--- src/rtl/ts_cap_pkg.sv ---
package ts_cap_pkg;
  localparam int TIME_W    = 64;
  localparam int WORD_W    = 32;
  localparam int VALID_POS = 31;
  localparam int OVF_POS   = 30;
endpackage

--- src/rtl/ts_local_timer.sv ---
module ts_local_timer
  import ts_cap_pkg::*;
#(
  parameter int TS_W   = 40,
  parameter int TS_LSB = 24
) (
  input  logic              clk,
  input  logic              rst_n,
  input  logic [TIME_W-1:0] src_time_i,
  output logic [TIME_W-1:0] time_o,
  output logic [TS_W-1:0]   stamp_o
);
  logic [TIME_W-1:0] tmr_d, tmr_q;

  always_comb begin
    tmr_d = src_time_i;
  end

  always_ff @(posedge clk or negedge rst_n) begin
    if (!rst_n) tmr_q <= '0;
    else        tmr_q <= tmr_d;
  end

  assign time_o  = tmr_q;
  assign stamp_o = tmr_q[TS_LSB +: TS_W];
endmodule

--- src/rtl/ts_free_pick.sv ---
module ts_free_pick #(
  parameter int N_IDX = 4
) (
  input  logic             clk,
  input  logic             rst_n,
  input  logic [N_IDX-1:0] free_i,
  output logic             ok_o,
  output logic [((N_IDX > 1) ? $clog2(N_IDX) : 1)-1:0] idx_o
);
  localparam int IDX_W = (N_IDX > 1) ? $clog2(N_IDX) : 1;

  // lowest-numbered free slot wins
  always_comb begin
    ok_o  = 1'b0;
    idx_o = '0;
    for (int i = N_IDX - 1; i >= 0; i--) begin
      if (free_i[i]) begin
        ok_o  = 1'b1;
        idx_o = IDX_W'(i);
      end
    end
  end

  // a granted slot is one the caller marked free
  a_r2_pick_is_free: assert property (@(posedge clk) disable iff (!rst_n)
    ok_o |-> free_i[idx_o]);
  // no free slot, no grant
  a_r3_full_no_pick: assert property (@(posedge clk) disable iff (!rst_n)
    (free_i == '0) |-> !ok_o);
endmodule

--- src/rtl/ts_entry_store.sv ---
module ts_entry_store
  import ts_cap_pkg::*;
#(
  parameter int N_PORTS = 2,
  parameter int N_IDX   = 4,
  parameter int TS_W    = 40
) (
  input  logic clk,
  input  logic rst_n,
  input  logic [TS_W-1:0] stamp_i,
  input  logic rx_we_i,
  input  logic [((N_PORTS*N_IDX > 1) ? $clog2(N_PORTS*N_IDX) : 1)-1:0] rx_ent_i,
  input  logic tx_we_i,
  input  logic [((N_PORTS*N_IDX > 1) ? $clog2(N_PORTS*N_IDX) : 1)-1:0] tx_ent_i,
  input  logic clr_lo_i,
  input  logic clr_hi_i,
  input  logic [((N_PORTS*N_IDX > 1) ? $clog2(N_PORTS*N_IDX) : 1)-1:0] clr_ent_i,
  input  logic [N_PORTS-1:0] ovf_set_i,
  input  logic [N_PORTS-1:0] ovf_clr_i,
  input  logic rd_en_i,
  input  logic rd_hi_i,
  input  logic [((N_PORTS*N_IDX > 1) ? $clog2(N_PORTS*N_IDX) : 1)-1:0] rd_ent_i,
  input  logic [((N_PORTS > 1) ? $clog2(N_PORTS) : 1)-1:0] rd_port_i,
  output logic [N_PORTS*N_IDX-1:0] vld_o,
  output logic [N_PORTS-1:0] ovf_o,
  output logic [WORD_W-1:0] rdata_o
);
  localparam int N_ENT = N_PORTS * N_IDX;
  localparam int ENT_W = (N_ENT > 1) ? $clog2(N_ENT) : 1;
  localparam int HI_W  = TS_W - WORD_W;

  logic [WORD_W-1:0] lo_q [N_ENT];
  logic [WORD_W-1:0] lo_d [N_ENT];
  logic [HI_W-1:0]   hi_q [N_ENT];
  logic [HI_W-1:0]   hi_d [N_ENT];
  logic [N_ENT-1:0]  vld_d, vld_q;
  logic [N_PORTS-1:0] ovf_d, ovf_q;
  logic [WORD_W-1:0] rdata_d, rdata_q;

  always_comb begin
    lo_d  = lo_q;
    hi_d  = hi_q;
    vld_d = vld_q;
    for (int e = 0; e < N_ENT; e++) begin
      // clear first, capture afterwards so a capture wins
      if (clr_lo_i && clr_ent_i == ENT_W'(e)) lo_d[e] = '0;
      if (clr_hi_i && clr_ent_i == ENT_W'(e)) begin
        hi_d[e]  = '0;
        vld_d[e] = 1'b0;
      end
      if ((tx_we_i && tx_ent_i == ENT_W'(e)) || (rx_we_i && rx_ent_i == ENT_W'(e))) begin
        lo_d[e]  = stamp_i[WORD_W-1:0];
        hi_d[e]  = stamp_i[TS_W-1:WORD_W];
        vld_d[e] = 1'b1;
      end
    end
    ovf_d = (ovf_q & ~ovf_clr_i) | ovf_set_i;
    rdata_d = '0;
    if (rd_hi_i) begin
      rdata_d[HI_W-1:0] = hi_q[rd_ent_i];
      rdata_d[OVF_POS]   = ovf_q[rd_port_i];
      rdata_d[VALID_POS] = vld_q[rd_ent_i];
    end else begin
      rdata_d = lo_q[rd_ent_i];
    end
  end

  always_ff @(posedge clk or negedge rst_n) begin
    if (!rst_n) begin
      for (int e = 0; e < N_ENT; e++) begin
        lo_q[e] <= '0;
        hi_q[e] <= '0;
      end
      vld_q   <= '0;
      ovf_q   <= '0;
      rdata_q <= '0;
    end else begin
      lo_q  <= lo_d;
      hi_q  <= hi_d;
      vld_q <= vld_d;
      ovf_q <= ovf_d;
      if (rd_en_i) rdata_q <= rdata_d;
    end
  end

  assign vld_o   = vld_q;
  assign ovf_o   = ovf_q;
  assign rdata_o = rdata_q;

  // receive and transmit never land on one slot in one cycle
  a_r10_no_double_grant: assert property (@(posedge clk) disable iff (!rst_n)
    (rx_we_i && tx_we_i) |-> (rx_ent_i != tx_ent_i));

  for (genvar g = 0; g < N_ENT; g++) begin : g_ent_chk
    // a slot only becomes valid through a capture
    a_r2_valid_only_by_capture: assert property (@(posedge clk) disable iff (!rst_n)
      (!vld_q[g] && !(rx_we_i && rx_ent_i == ENT_W'(g)) && !(tx_we_i && tx_ent_i == ENT_W'(g)))
      |=> !vld_q[g]);
    // a zero write to the high word frees the slot unless a capture hits it
    a_r8_clear_drops_valid: assert property (@(posedge clk) disable iff (!rst_n)
      (clr_hi_i && clr_ent_i == ENT_W'(g) && !(rx_we_i && rx_ent_i == ENT_W'(g))
       && !(tx_we_i && tx_ent_i == ENT_W'(g))) |=> !vld_q[g]);
  end

  for (genvar p = 0; p < N_PORTS; p++) begin : g_port_chk
    // overflow flag is sticky until cleared
    a_r3_ovf_sticky: assert property (@(posedge clk) disable iff (!rst_n)
      (ovf_q[p] && !ovf_clr_i[p]) |=> ovf_q[p]);
  end
endmodule

--- src/rtl/ts_capture_mem.sv ---
module ts_capture_mem
  import ts_cap_pkg::*;
#(
  parameter int N_PORTS = 2,
  parameter int N_IDX   = 4,
  parameter int TS_W    = 40,
  parameter int TS_LSB  = 24
) (
  input  logic clk,
  input  logic rst_n,
  input  logic [63:0] src_time_i,
  output logic [63:0] local_time_o,
  input  logic rx_evt_i,
  input  logic [((N_PORTS > 1) ? $clog2(N_PORTS) : 1)-1:0] rx_port_i,
  input  logic tx_evt_i,
  input  logic tx_req_i,
  input  logic [((N_PORTS > 1) ? $clog2(N_PORTS) : 1)-1:0] tx_port_i,
  input  logic [((N_IDX > 1) ? $clog2(N_IDX) : 1)-1:0] tx_idx_i,
  input  logic reg_wr_i,
  input  logic reg_rd_i,
  input  logic [((N_PORTS > 1) ? $clog2(N_PORTS) : 1) + ((N_IDX > 1) ? $clog2(N_IDX) : 1):0] reg_addr_i,
  input  logic [31:0] reg_wdata_i,
  output logic [31:0] reg_rdata_o,
  output logic [N_PORTS-1:0] ovf_o
);
  localparam int PORT_W = (N_PORTS > 1) ? $clog2(N_PORTS) : 1;
  localparam int IDX_W  = (N_IDX > 1) ? $clog2(N_IDX) : 1;
  localparam int ADDR_W = PORT_W + IDX_W + 1;
  localparam int N_ENT  = N_PORTS * N_IDX;
  localparam int ENT_W  = (N_ENT > 1) ? $clog2(N_ENT) : 1;

  function automatic logic [ENT_W-1:0] ent(input logic [PORT_W-1:0] p,
                                           input logic [IDX_W-1:0] i);
    return ENT_W'(int'(p) * N_IDX + int'(i));
  endfunction

  logic [TS_W-1:0]   stamp;
  logic [N_ENT-1:0]  vld;
  logic [PORT_W-1:0] a_port;
  logic [IDX_W-1:0]  a_idx;
  logic              a_hi;
  logic [ENT_W-1:0]  a_ent, tx_ent;
  logic              wr_zero, clr_lo, clr_hi;
  logic              tx_hit, tx_slot_free, tx_acc, tx_drop;
  logic [N_IDX-1:0]  rx_free;
  logic              rx_ok, rx_acc, rx_drop;
  logic [IDX_W-1:0]  rx_idx;
  logic [N_PORTS-1:0] ovf_set, ovf_clr;

  ts_local_timer #(.TS_W(TS_W), .TS_LSB(TS_LSB)) timer_i (
    .clk(clk), .rst_n(rst_n), .src_time_i(src_time_i),
    .time_o(local_time_o), .stamp_o(stamp)
  );

  // register address {port, index, word}
  assign a_hi   = reg_addr_i[0];
  assign a_idx  = reg_addr_i[IDX_W:1];
  assign a_port = reg_addr_i[ADDR_W-1:IDX_W+1];
  assign a_ent  = ent(a_port, a_idx);

  assign wr_zero = reg_wr_i && (reg_wdata_i == '0);
  assign clr_lo  = wr_zero && !a_hi;
  assign clr_hi  = wr_zero && a_hi;

  // transmit: only on request, only into a free (or freed this cycle) slot
  assign tx_ent       = ent(tx_port_i, tx_idx_i);
  assign tx_hit       = tx_evt_i && tx_req_i;
  assign tx_slot_free = !vld[tx_ent] || (clr_hi && (a_ent == tx_ent));
  assign tx_acc       = tx_hit && tx_slot_free;
  assign tx_drop      = tx_hit && !tx_slot_free;

  // receive: search free slots of the port, skipping the transmit target
  for (genvar i = 0; i < N_IDX; i++) begin : g_free
    assign rx_free[i] = !vld[ent(rx_port_i, IDX_W'(i))] &&
                        !(tx_acc && (tx_port_i == rx_port_i) && (tx_idx_i == IDX_W'(i)));
  end

  ts_free_pick #(.N_IDX(N_IDX)) pick_i (
    .clk(clk), .rst_n(rst_n), .free_i(rx_free), .ok_o(rx_ok), .idx_o(rx_idx)
  );

  assign rx_acc  = rx_evt_i && rx_ok;
  assign rx_drop = rx_evt_i && !rx_ok;

  for (genvar p = 0; p < N_PORTS; p++) begin : g_ovf
    assign ovf_set[p] = (rx_drop && (rx_port_i == PORT_W'(p))) ||
                        (tx_drop && (tx_port_i == PORT_W'(p)));
    assign ovf_clr[p] = clr_hi && (a_port == PORT_W'(p));
  end

  ts_entry_store #(.N_PORTS(N_PORTS), .N_IDX(N_IDX), .TS_W(TS_W)) store_i (
    .clk(clk), .rst_n(rst_n), .stamp_i(stamp),
    .rx_we_i(rx_acc), .rx_ent_i(ent(rx_port_i, rx_idx)),
    .tx_we_i(tx_acc), .tx_ent_i(tx_ent),
    .clr_lo_i(clr_lo), .clr_hi_i(clr_hi), .clr_ent_i(a_ent),
    .ovf_set_i(ovf_set), .ovf_clr_i(ovf_clr),
    .rd_en_i(reg_rd_i), .rd_hi_i(a_hi), .rd_ent_i(a_ent), .rd_port_i(a_port),
    .vld_o(vld), .ovf_o(ovf_o), .rdata_o(reg_rdata_o)
  );

  // a requested transmit to an occupied slot raises the port flag
  a_r6_drop_flags: assert property (@(posedge clk) disable iff (!rst_n)
    (tx_evt_i && tx_req_i && vld[tx_ent] && !(clr_hi && a_ent == tx_ent)
     && !(clr_hi && a_port == tx_port_i)) |=> ovf_o[$past(tx_port_i)]);
endmodule

--- config.mk ---
export PLATFORM = sky130hd
export DESIGN_NAME = ts_capture_mem
export DESIGN_NICKNAME = d
export VERILOG_FILES = /design/src/rtl/ts_cap_pkg.sv /design/src/rtl/ts_local_timer.sv /design/src/rtl/ts_free_pick.sv /design/src/rtl/ts_entry_store.sv /design/src/rtl/ts_capture_mem.sv
export SDC_FILE = /design/constraint.sdc
export NUM_CORES = 1
export LEC_CHECK = 0
export BUFFER_PORTS_ARGS = -buffer_cell sky130_fd_sc_hd__buf_2
export CAP_MARGIN = 20
export CORE_MARGIN = 4
export CORE_UTILIZATION = 53
export DETAILED_ROUTE_END_ITERATION = 10
export GPL_TIMING_DRIVEN = 0
export PLACE_DENSITY_LB_ADDON = 0.12
export SYNTH_ARGS = -nofsm -noshare
export SYNTH_HDL_FRONTEND = slang
export SYNTH_HIERARCHICAL = 1
export SYNTH_SLANG_ARGS = --single-unit
--- constraint.sdc ---
create_clock -name clk -period 2.6 [get_ports clk]
set_clock_uncertainty 0.2 [all_clocks]
set_input_delay 0.26 -clock clk [delete_from_list [all_inputs] [get_ports clk]]
set_output_delay 0.26 -clock clk [all_outputs]
set_load 0.005 [all_outputs]
---- Yosys cells after proc, flatten, opt, wreduce, memory -nomap -nowiden ----
Index checks and enable logic that the tools add are counted.
operators by class
  $add $sub $neg .......................... 6
  magnitude comparators ................... 8
  eq/ne operators ......................... 26
  muxes and demuxes ....................... 79
  bitwise gates (word level) .............. 7
  reduce and logical (&&, ||, !) cells .... 100
operators with widths
  operator                                                               number
  32-bit two-way mux                                                     18
  8-bit two-way mux                                                      19
  32-bit binary-select mux with 3-bit select                             1
  1-bit logical AND                                                      56
  3-bit equality test, second input constant                             12
  32-bit zero test                                                       1
  2-bit nonzero test                                                     16
  1-bit two-way mux                                                      29
  8-bit binary-select mux with 3-bit select                              1
  3-bit by 4-bit < comparator with 1-bit output, second input constant   6
  22-bit two-way mux                                                     1
  3-bit by 2-bit equality test with 1-bit output, second input constant  6
  1-bit binary-select mux with 3-bit select                              5
  1-bit zero test                                                        12
  1-bit logical OR                                                       11
  2-bit two-way mux                                                      5
  3-bit by 2-bit adder with 3-bit output                                 3
  3-bit by 1-bit equality test with 1-bit output, second input constant  3
  3-bit zero test                                                        3
  3-bit by 2-bit adder with 3-bit output, second input constant          2
  2-bit equality test, second input constant                             2
  4-bit >= comparator, second input constant                             1
  3-bit NOT with 4-bit output                                            1
  3-bit by 1-bit adder with 3-bit output, second input constant          1
  other kinds (9)                                                        11
word-level totals
  flip-flop bits (word level) ............. 426
  input bits .............................. 111
  output and inout port bits .............. 98
  word-level logic and storage cells ...... 253

---- Logic depth before layout (Yosys ltp) ----
Gate-level depths: netlist (run 1).
  depth after elaboration ................. 19
  gate-level depth with buffers ........... 13
  depth with buffers taken out ............ 10

---- By module ----
Netlist (run 1), hierarchy kept.
modules (own cells, without submodules)
  module          times used  cells each  area each (sq um)
  ts_entry_store  1           1140        16055.4
  ts_local_timer  1           104         1901.8
  ts_capture_mem  1           54          439.2
  ts_free_pick    1           7           35.0

---- Worst setup path after synthesis (run 1) ----
OpenSTA, ideal clock, no wires.
  path kind ............................... in2reg
  from .................................... in tx_idx_i[0] (netlist name)
  to ...................................... reg store_i/lo_q[224] (netlist name)
  data arrival time ....................... 2.399 ns
  setup slack ............................. -0.120 ns
  stages .................................. 10
  cells stage by stage .................... buf_6 -> mux4_2 -> mux2i_4 -> a21oi_1 -> nor3_1 -> or2_1 -> clkbuf_1 -> o22ai_2 -> buf_2 -> a22o_2
between the ends
  elaborated cells between the ends (all ways) .. 42
  classes of those cells .................. add/sub: 2; eq/ne: 4; mux: 11; reduce/logical: 25
RTL lines
  element                                                          RTL line              text
  start: declaration                                               ts_capture_mem.sv:18  input logic [((N_IDX > 1) ? $clog2(N_IDX) : 1)-1:0] tx_idx_i,
  3-bit by 2-bit adder with 3-bit output                           ts_capture_mem.sv:34  return ENT_W'(int'(p) * N_IDX + int'(i));
  1-bit binary-select mux with 3-bit select                        ts_capture_mem.sv:68  assign tx_slot_free = !vld[tx_ent] || (clr_hi && (a_ent == tx_ent));
  1-bit two-way mux (not written as such)                          ts_capture_mem.sv:68
  1-bit zero test                                                  ts_capture_mem.sv:68
  1-bit logical OR                                                 ts_capture_mem.sv:68
  1-bit logical AND                                                ts_capture_mem.sv:69  assign tx_acc = tx_hit && tx_slot_free;
  1-bit logical AND                                                ts_capture_mem.sv:75  !(tx_acc && (tx_port_i == rx_port_i) && (tx_idx_i == IDX_W'(i)));
  1-bit logical AND (*)                                            ts_capture_mem.sv:75
  [2 not listed]                                                   n/a
  via rx_free[0]                                                   ts_capture_mem.sv:45  logic [N_IDX-1:0] rx_free;
  2-bit two-way mux (*)                                            ts_free_pick.sv:17    if (free_i[i]) begin
  via rx_idx[1]                                                    ts_capture_mem.sv:47  logic [IDX_W-1:0] rx_idx;
  3-bit by 2-bit adder with 3-bit output (*)                       ts_capture_mem.sv:34
  3-bit zero test (*)                                              ts_entry_store.sv:51  if ((tx_we_i && tx_ent_i == ENT_W'(e)) || (rx_we_i && rx_ent_i == ENT_W'(e))) begin
  1-bit logical AND (*)                                            ts_entry_store.sv:51
  1-bit logical OR (*)                                             ts_entry_store.sv:51
  32-bit two-way mux / 2-bit nonzero test (equally long branches)  n/a
  end signal: assignment                                           ts_entry_store.sv:78  lo_q <= lo_d;
  end: declaration                                                 ts_entry_store.sv:32  logic [WORD_W-1:0] lo_q [N_ENT];
The timed path passes the listed nets; every way through them passes the cells marked *. The select of a mux whose other input is x is not followed.
A chain may end at the register's enable or synchronous reset.

---- Worst setup path after layout (run 1) ----
  from .................................... reg store_i.vld_q[3] (netlist: store_i/vld_o[3])
  to ...................................... reg store_i/lo_q[224] (netlist name)
between the ends
  elaborated cells between the ends (all ways) .. 43
  classes of those cells .................. add/sub: 1; mux: 17; reduce/logical: 25
RTL lines
  element                                                          RTL line              text
  start: declaration                                               ts_entry_store.sv:36  logic [N_ENT-1:0] vld_d, vld_q;
  start signal: assignment                                         ts_entry_store.sv:80  vld_q <= vld_d;
  1-bit binary-select mux with 3-bit select                        ts_capture_mem.sv:68
  1-bit two-way mux (not written as such)                          ts_capture_mem.sv:68
  1-bit zero test                                                  ts_capture_mem.sv:68
  1-bit logical OR                                                 ts_capture_mem.sv:68
  1-bit logical AND                                                ts_capture_mem.sv:69
  1-bit logical AND (2 in a row)                                   ts_capture_mem.sv:75
  1-bit zero test                                                  ts_capture_mem.sv:75
  1-bit logical AND (*)                                            ts_capture_mem.sv:74  assign rx_free[i] = !vld[ent(rx_port_i, IDX_W'(i))] &&
  via rx_free[2]                                                   ts_capture_mem.sv:45
  2-bit two-way mux (*) (3 in a row)                               ts_free_pick.sv:17
  via rx_idx[0]                                                    ts_capture_mem.sv:47
  3-bit by 2-bit adder with 3-bit output (*)                       ts_capture_mem.sv:34
  3-bit zero test (*)                                              ts_entry_store.sv:51
  1-bit logical AND (*)                                            ts_entry_store.sv:51
  1-bit logical OR (*)                                             ts_entry_store.sv:51
  32-bit two-way mux / 2-bit nonzero test (equally long branches)  n/a
Marked as above.

==> results.md, run 1 <==
| Metric | This run |
|---|---|
| Timing endpoint of the critical path | store_i/lo_q[224]$_DFFE_PN0P_ |
| Clock transition at the registers of the reported paths | 0.06 ns |
| Worst flop-to-flop path startpoint | store_i/vld_o[3]$_DFFE_PN0P_ |
| Post-layout instance count excluding filler cells | 2149 |
| Leading area contributor after synthesis | sky130_fd_sc_hd__dfrtp_1 |
| Remaining DRCs | 0 |
| Instance count after placement with tap cells included | 1971 |
| Level count of the clock H-tree | 2 |
| Post-synthesis async set-or-reset flop share | 100% |
| Minimum period implied by the final worst setup slack | 2.96 ns |
| Type of element capturing the critical path | register |
| Reg-to-reg setup timing slack | -0.36 ns |
| Number of fill cells in the layout | 2471 |
| Number of global-route vias before repair | 13800 |
| YS warnings | 6 |
| Transition time at the pin with the least slew margin | 0.831 ns |
| Crit path launch type | register |
| Routed Antenna Nets | 0 |
| Overall die height | 194 um |
| Largest net degree at the start of global routing | 119 |
| Post-detailed-route via-to-cell ratio | 6.10 |
| Detailed-route wire length | 53.1 mm |
| Initial DRC Count | 1106 |
| Worst endpoint required time | 2.84 ns |
| Clock sink total | 426 |
| Most frequent cells in the layout | 426 x sky130_fd_sc_hd__dfrtp_1, 254 x sky130_fd_sc_hd__a22o_1, 219 x sky130_fd_sc_hd__buf_2, 95 x sky130_fd_sc_hd__mux2i_1, 84 x sky130_fd_sc_hd__mux4_2 |
| Worst path arrival time | 3.20 ns |
| Synth area leaders | sky130_fd_sc_hd__dfrtp_1 58%, sky130_fd_sc_hd__a22o_1 12%, sky130_fd_sc_hd__mux4_2 10% |
| Hold violation count in the final report | 101 |
| Count of max-cap constraint violations | 0 |
| Unrepaired setup endpoints after global routing | yes |
| Top delay family on crit path | multiplexers |
| Synthesized cell area | 18400 um^2 |
| Hold Slack | -0.451 ns |
| Slowest stage delay, CP | 0.51 ns |
| Fin. max-slew vios | 0 |
| Portion of synthesized cell area occupied by the leading cell type | 57.8% |
| Synth Instances | 1305 |
| Most common library cell in the layout ignoring fill and taps | sky130_fd_sc_hd__dfrtp_1 |
| Leakage power | 0.0110 uW |
| Pre-CTS setup slack | -0.822 ns |
| Proportion of synthesized chip area in sequential cells | 57.8% |
| Standard cell with the maximum stage delay on the critical path | sky130_fd_sc_hd__mux4_2 |
| Synth Area per Inst | 14.1 um^2 |
| Worst reg2reg path endpoint | store_i/lo_q[224]$_DFFE_PN0P_ |
| Count of state elements after synthesis | 426 |
| Cell area reported after detailed placement | 20200 um^2 |
| Net total in the final layout | 1772 |
| Design Area, Final | 23500 um^2 |
| RePlAce Congestion | 0.867 |
| Worst slew slack as a fraction of its limit | 44.1% |
| Skew-Pair Late Insertion Delay | 0.56 ns |
| Finished Core Util | 68.3% |
| Minimum setup slack in the final design | -0.359 ns |
| Die ar. | 37800 um^2 |
| Cell variety after synth | 52 |
| Standard-cell row count | 68 |
| Area added between synthesis and finish | 27.6% |
| Initial antenna violation count | 0 |
| Antenna Cells | 0 |
| Crit Path Class | register to register |
| List of cells traversed by the critical path | mux4_2 -> mux2i_4 -> a21oi_2 -> nand2b_4 -> a21oi_4 -> or2_1 -> buf_8 -> o22ai_4 -> buf_12 -> buf_12 -> a22o_2 |
| Total track usage | 27.3% |
| Total number of vias | 13100 |
| Detail Placement HPWL | 33.0 mm |
| CP startpoint | store_i/vld_o[3]$_DFFE_PN0P_ |
| Violated checks | hold timing, setup timing |
| Peak VDD IR | 0.000618 V |
| Count of buffers from port buffering | 208 |
| Number of buffer and inverter stages on the critical path | 3 |
| Core outline area | 34500 um^2 |
| Boundary Pins | 209 |
| Most common cell on crit path | sky130_fd_sc_hd__buf_12 |
| Global-route wire length before repair | 81.7 mm |
| Total clock buffers created by CTS | 46 |
| Power per cell area | 1050 nW/um^2 |
| Layout cells sized above 1 | 33.9% |
| Max Freq | 338 MHz |
| Final number of setup-violating endpoints | 328 |
| Hold-fix buffers at CTS | 67 |
| Worst min-delay path category | input pin to asynchronous set/reset pin |
| Width of the die | 194 um |
| CTS tree | done |
| Number of iterations in the first detailed-routing pass | 5 |
| Portion of the clock cycle consumed by the worst path in the final layout | 114% |
| Maximum number of buffers from clock root to sink | 3 |
| Root buffer selected by CTS | sky130_fd_sc_hd__clkbuf_16 |
| Total congestion overflow | 0 |
| Mean routed wirelength per cell | 24.7 um |
| Initial core utilization | 53.5% |
| Syn nets | 1416 |
| Critical path depth in cells | 11 |
| Outcome | finished with violations |
| Depth of the most critical reg-to-reg path | 11 |
| Flip-flop cell with the highest count after synthesis | sky130_fd_sc_hd__dfrtp_1 |
| Number of flops mapped to enable cells by yosys | 0 |
| Maximum fanout along the worst path | 10 |
[logic make-up after synthesis]
logic type	count (synthesis)	share of synthesized area [%]
buffers and inverters	214	6.31
AND/OR/NAND/NOR	141	4.14
XOR/XNOR	3	0.143
multiplexers	186	15.9
AO/OA/AOI/OAI	335	15.7
flip-flops	426	57.8
[cells in the mapped netlist, drive strengths merged (2+ instances only)]
library cell and number:
o221a 8, nand2 71, xnor2 3, nor3b 2, o221ai 9, a21o 10, dfrtp 426, clkbuf 21
a21oi 5, nor2 7, nor4 10, nand4 6, a221oi 3, or3 2, or2 3, a22oi 6
nand4b 6, or4b 2, and2 3, mux2i 98, buf 152, nor3 3, nand4bb 6, inv 41
mux4 84, and3b 3, o22ai 37, a22o 256, nand2b 12, mux2 4
[area by class of cell]
cell class / instances / area (um^2) / area share [%]
buffer: 173 / 1590 / 6.74
tap: 455 / 569 / 2.42
clock inverter: 10 / 125 / 0.532
sequential: 426 / 10700 / 45.3
clock buffer: 71 / 1410 / 5.99
inverter: 41 / 154 / 0.654
timing repair buffer: 308 / 2150 / 9.12
multi-input combinational: 665 / 6880 / 29.2
[registers in the layout, indices dropped and copies added, names as in the netlist]
name and cells:
store_i/hi_q 64, store_i/lo_q 256, store_i/ovf_o 2, store_i/rdata_o 32
store_i/vld_o 8, timer_i/time_o 64
[what timing repair did]
item	in CTS	in global routing
cloned	1	5
setup endpoints to repair	328	328
hold endpoints to repair	169	101
gates resized for setup	106	88
pin swaps	7	38
setup buffers	12	13
[layer usage]
layer	track usage [%]	routed length, um	vias to the layer above
met5	0	0	-
met4	6.93	1300	0
met3	4.06	3330	94
met2	44.2	25700	498
met1	39.5	22700	6887
li1	-	-	5628
[metrics by stage]
stage | TNS [ns] | total power, uW | hold slack, ns
after CTS | -71.36 | 24200 | -0.416
after global routing | -117.74 | 25900 | -0.384
after global placement | -3282.58 | 16700 | 0.167
after detailed placement | -187.54 | 16900 | 0.166
final | -94.12 | 24800 | -0.451
after floorplan | -2.57 | 14900 | -0.236
[how the worst min path moves through the flow]
stage,endpoint,slack [ns],depth (start not counted)
floorplan,store_i/hi_q[0]$_DFFE_PN0P_,-0.24,0
global route,store_i/rdata_o[26]$_DFFE_PN0P_,-0.38,1
detailed placement,timer_i/time_o[49]$_DFF_PN0_,0.17,1
global placement,timer_i/time_o[34]$_DFF_PN0_,0.17,1
finish,store_i/rdata_o[26]$_DFFE_PN0P_,-0.45,1
CTS,timer_i/time_o[49]$_DFF_PN0_,-0.42,1
[report_power, final]
group | switching [uW] | leakage (uW) | internal, uW
Sequential | 1430 | 0.00527 | 9180
Clock | 2620 | 0.000760 | 4000
Combinational | 3200 | 0.00496 | 4310
[worst register-to-register path, cell delays in order, from the launching register on]
cell and delay, ns:
sky130_fd_sc_hd__dfrtp_1 0.39, sky130_fd_sc_hd__mux4_2 0.51, sky130_fd_sc_hd__mux2i_4 0.25, sky130_fd_sc_hd__a21oi_2 0.12, sky130_fd_sc_hd__nand2b_4 0.16, sky130_fd_sc_hd__a21oi_4 0.26, sky130_fd_sc_hd__or2_1 0.19, sky130_fd_sc_hd__buf_8 0.13
sky130_fd_sc_hd__o22ai_4 0.08, sky130_fd_sc_hd__buf_12 0.16, sky130_fd_sc_hd__buf_12 0.15, sky130_fd_sc_hd__a22o_2 0.25
Note: power is estimated with default switching activity, not from simulation.
==> inputs of run 2 (changes only) <==
--- a/config.mk
+++ b/config.mk
@@ -12,6 +12,7 @@
 export DETAILED_ROUTE_END_ITERATION = 10
 export GPL_TIMING_DRIVEN = 0
 export PLACE_DENSITY_LB_ADDON = 0.12
+export SKIP_CTS_REPAIR_TIMING = 1
 export SYNTH_ARGS = -nofsm -noshare
 export SYNTH_HDL_FRONTEND = slang
 export SYNTH_HIERARCHICAL = 1
==> results.md, run 2 (synthesis gave the netlist of run 1 again) <==
| Metric | This run | vs previous |
|---|---|---|
| Outcome | finished with violations |  |
| Violated checks | hold timing, setup timing |  |
| Type of element capturing the critical path | register |  |
| Final number of setup-violating endpoints | 328 | unchanged |
| Level count of the clock H-tree | 2 | unchanged |
| Count of max-cap constraint violations | 0 | unchanged |
| Number of iterations in the first detailed-routing pass | 5 | unchanged |
| Skew-Pair Late Insertion Delay | 0.56 ns | about the same |
| Initial antenna violation count | 0 | unchanged |
| Worst reg2reg path endpoint | store_i/lo_q[202]$_DFFE_PN0P_ |  |
| Fin. max-slew vios | 0 | unchanged |
| Reg-to-reg setup timing slack | -0.48 ns | -0.12 ns |
| Detail Placement HPWL | 33.0 mm | unchanged |
| Minimum period implied by the final worst setup slack | 3.08 ns | +0.123 ns |
| Die ar. | 37800 um^2 | unchanged |
| Worst flop-to-flop path startpoint | store_i/vld_o[3]$_DFFE_PN0P_ |  |
| RePlAce Congestion | 0.867 | unchanged |
| Worst slew slack as a fraction of its limit | 43.1% | -0.99 points |
| Unrepaired setup endpoints after global routing | yes |  |
| Maximum number of buffers from clock root to sink | 3 | unchanged |
| Post-detailed-route via-to-cell ratio | 6.17 | +1.2% |
| Total congestion overflow | 0 | unchanged |
| Boundary Pins | 209 | unchanged |
| Worst path arrival time | 3.32 ns | +0.12 ns |
| Total track usage | 26.7% | -0.54 points |
| Hold Slack | -0.446 ns | +0.00495 ns |
| Met1 Track Usage GR | 38.3% | -1.1 points |
| Routed Antenna Nets | 0 | unchanged |
| Layout cells sized above 1 | 35.5% | +1.6 points |
| Mean routed wirelength per cell | 25.3 um | +2.3% |
| Count of buffers from port buffering | 208 | unchanged |
| Width of the die | 194 um | unchanged |
| Met2 Usage GRT | 43.4% | -0.85 points |
| Detailed-route wire length | 55.3 mm | +4.1% |
| Register ranked first by flip-flop count | store_i/lo_q |  |
| Minimum setup slack in the final design | -0.482 ns | -0.123 ns |
| Number of flip-flops in the largest register | 256 | unchanged |
| Core outline area | 34500 um^2 | unchanged |
| Max Freq | 324 MHz | -4.0% |
| Area added between synthesis and finish | 31.1% |  |
| Total number of vias | 13500 | +3.0% |
| Initial DRC Count | 1241 | +12% |
| Crit path launch type | register |  |
| Root buffer selected by CTS | sky130_fd_sc_hd__clkbuf_16 |  |
| Leakage power | 0.0113 uW | +2.9% |
| Worst endpoint required time | 2.84 ns | about the same |
| Peak VDD IR | 0.000614 V | -0.74% |
| Hold violation count in the final report | 101 | unchanged |
| Initial core utilization | 53.5% | unchanged |
| Worst min-delay path category | input pin to asynchronous set/reset pin |  |
| Depth of the most critical reg-to-reg path | 14 | +3 |
| Largest net degree at the start of global routing | 119 | unchanged |
| Pre-CTS setup slack | -0.822 ns | unchanged |
| Global Route met3 Usage | 4.33% | +0.28 points |
| Number of global-route vias before repair | 13300 | -3.3% |
| Crit Path Class | register to register |  |
| Remaining DRCs | 0 | unchanged |
| Total clock buffers created by CTS | 46 | unchanged |
| Finished Core Util | 70.1% | +1.8 points |
| Overall die height | 194 um | unchanged |
| Clock sink total | 426 | unchanged |
| Net total in the final layout | 1810 | +2.1% |
| Maximum fanout along the worst path | 7 | -3 |
| Power per cell area | 1040 nW/um^2 | -0.80% |
| Final TNS setup | -117.68 ns | -23.55 ns |
| Portion of the clock cycle consumed by the worst path in the final layout | 119% | +4.7 points |
| Clock transition at the registers of the reported paths | 0.06 ns | about the same |
| Most frequent cells in the layout | 426 x sky130_fd_sc_hd__dfrtp_1, 254 x sky130_fd_sc_hd__a22o_1, 217 x sky130_fd_sc_hd__buf_2, 95 x sky130_fd_sc_hd__mux2i_1, 86 x sky130_fd_sc_hd__buf_4 |  |
| Global-route wire length before repair | 79.8 mm | -2.3% |
| Antenna Cells | 0 | unchanged |
| Transition time at the pin with the least slew margin | 0.846 ns | +0.0148 ns |
| Most common library cell in the layout ignoring fill and taps | sky130_fd_sc_hd__dfrtp_1 |  |
| Busiest metal layer after global routing | met2 |  |
| CTS tree | done |  |
| Standard-cell row count | 68 | unchanged |
[run 2: area by class of cell]
class / instances / area, um^2
Tap cell: 455 / 569
Multi-Input combinational cell: 665 / 6890
Inverter: 41 / 154
Buffer: 172 / 1600
Clock inverter: 10 / 125
Clock buffer: 71 / 1410
Sequential cell: 426 / 10700
Fill cell: 2372 / 10300
Timing Repair Buffer: 347 / 2750
[run 2: stage by stage]
step | instances | power [uW] | area, um^2
CTS | 2052 | 23700 | 21700
global placement | 1968 | 16700 | 20100
global route | 2187 | 26300 | 24200
detailed placement | 1971 | 16900 | 20200
finish | 2187 | 25200 | 24200
floorplan | 1305 | 14900 | 18500
[run 2: power breakdown]
group | switching (uW) | internal (uW) | total [uW] | leakage (uW)
clock network | 2640 | 4000 | 6640 | 0.000760
registers | 1470 | 9180 | 10700 | 0.00527
logic | 3320 | 4600 | 7920 | 0.00527
total | 7420 | 17800 | 25200 | 0.0113
[run 2: how the worst max path moves through the flow]
stage / start / end / slack [ns]
global placement: rst_n / timer_i/time_o[29]$_DFF_PN0_ / -7.35
CTS: store_i/vld_o[7]$_DFFE_PN0P_ / store_i/lo_q[83]$_DFFE_PN0P_ / -0.71
finish: store_i/vld_o[3]$_DFFE_PN0P_ / store_i/lo_q[202]$_DFFE_PN0P_ / -0.48
detailed placement: tx_idx_i[0] / store_i/lo_q[77]$_DFFE_PN0P_ / -0.82
floorplan: tx_idx_i[0] / store_i/lo_q[225]$_DFFE_PN0P_ / -0.04
global route: store_i/vld_o[3]$_DFFE_PN0P_ / store_i/lo_q[77]$_DFFE_PN0P_ / -0.51
[run 2: critical path: stages (launching register included)]
cell,delay (ns)
sky130_fd_sc_hd__dfrtp_1,0.42
sky130_fd_sc_hd__mux4_2,0.52
sky130_fd_sc_hd__mux2i_4,0.18
sky130_fd_sc_hd__buf_12,0.15
sky130_fd_sc_hd__a21oi_2,0.07
sky130_fd_sc_hd__nor2_2,0.16
sky130_fd_sc_hd__nand2_1,0.10
sky130_fd_sc_hd__and2_4,0.18
sky130_fd_sc_hd__nand2b_4,0.08
sky130_fd_sc_hd__buf_12,0.14
sky130_fd_sc_hd__buf_12,0.11
sky130_fd_sc_hd__o22ai_4,0.08
sky130_fd_sc_hd__buf_6,0.17
sky130_fd_sc_hd__clkbuf_16,0.16
sky130_fd_sc_hd__a22o_1,0.23
[run 2: routing by layer]
layer / vias to the layer above / part of all wire (%)
met5: - / 0
met2: 606 / 48
met4: 0 / 3.0
met1: 7053 / 41
met3: 127 / 7.5
li1: 5713 / -
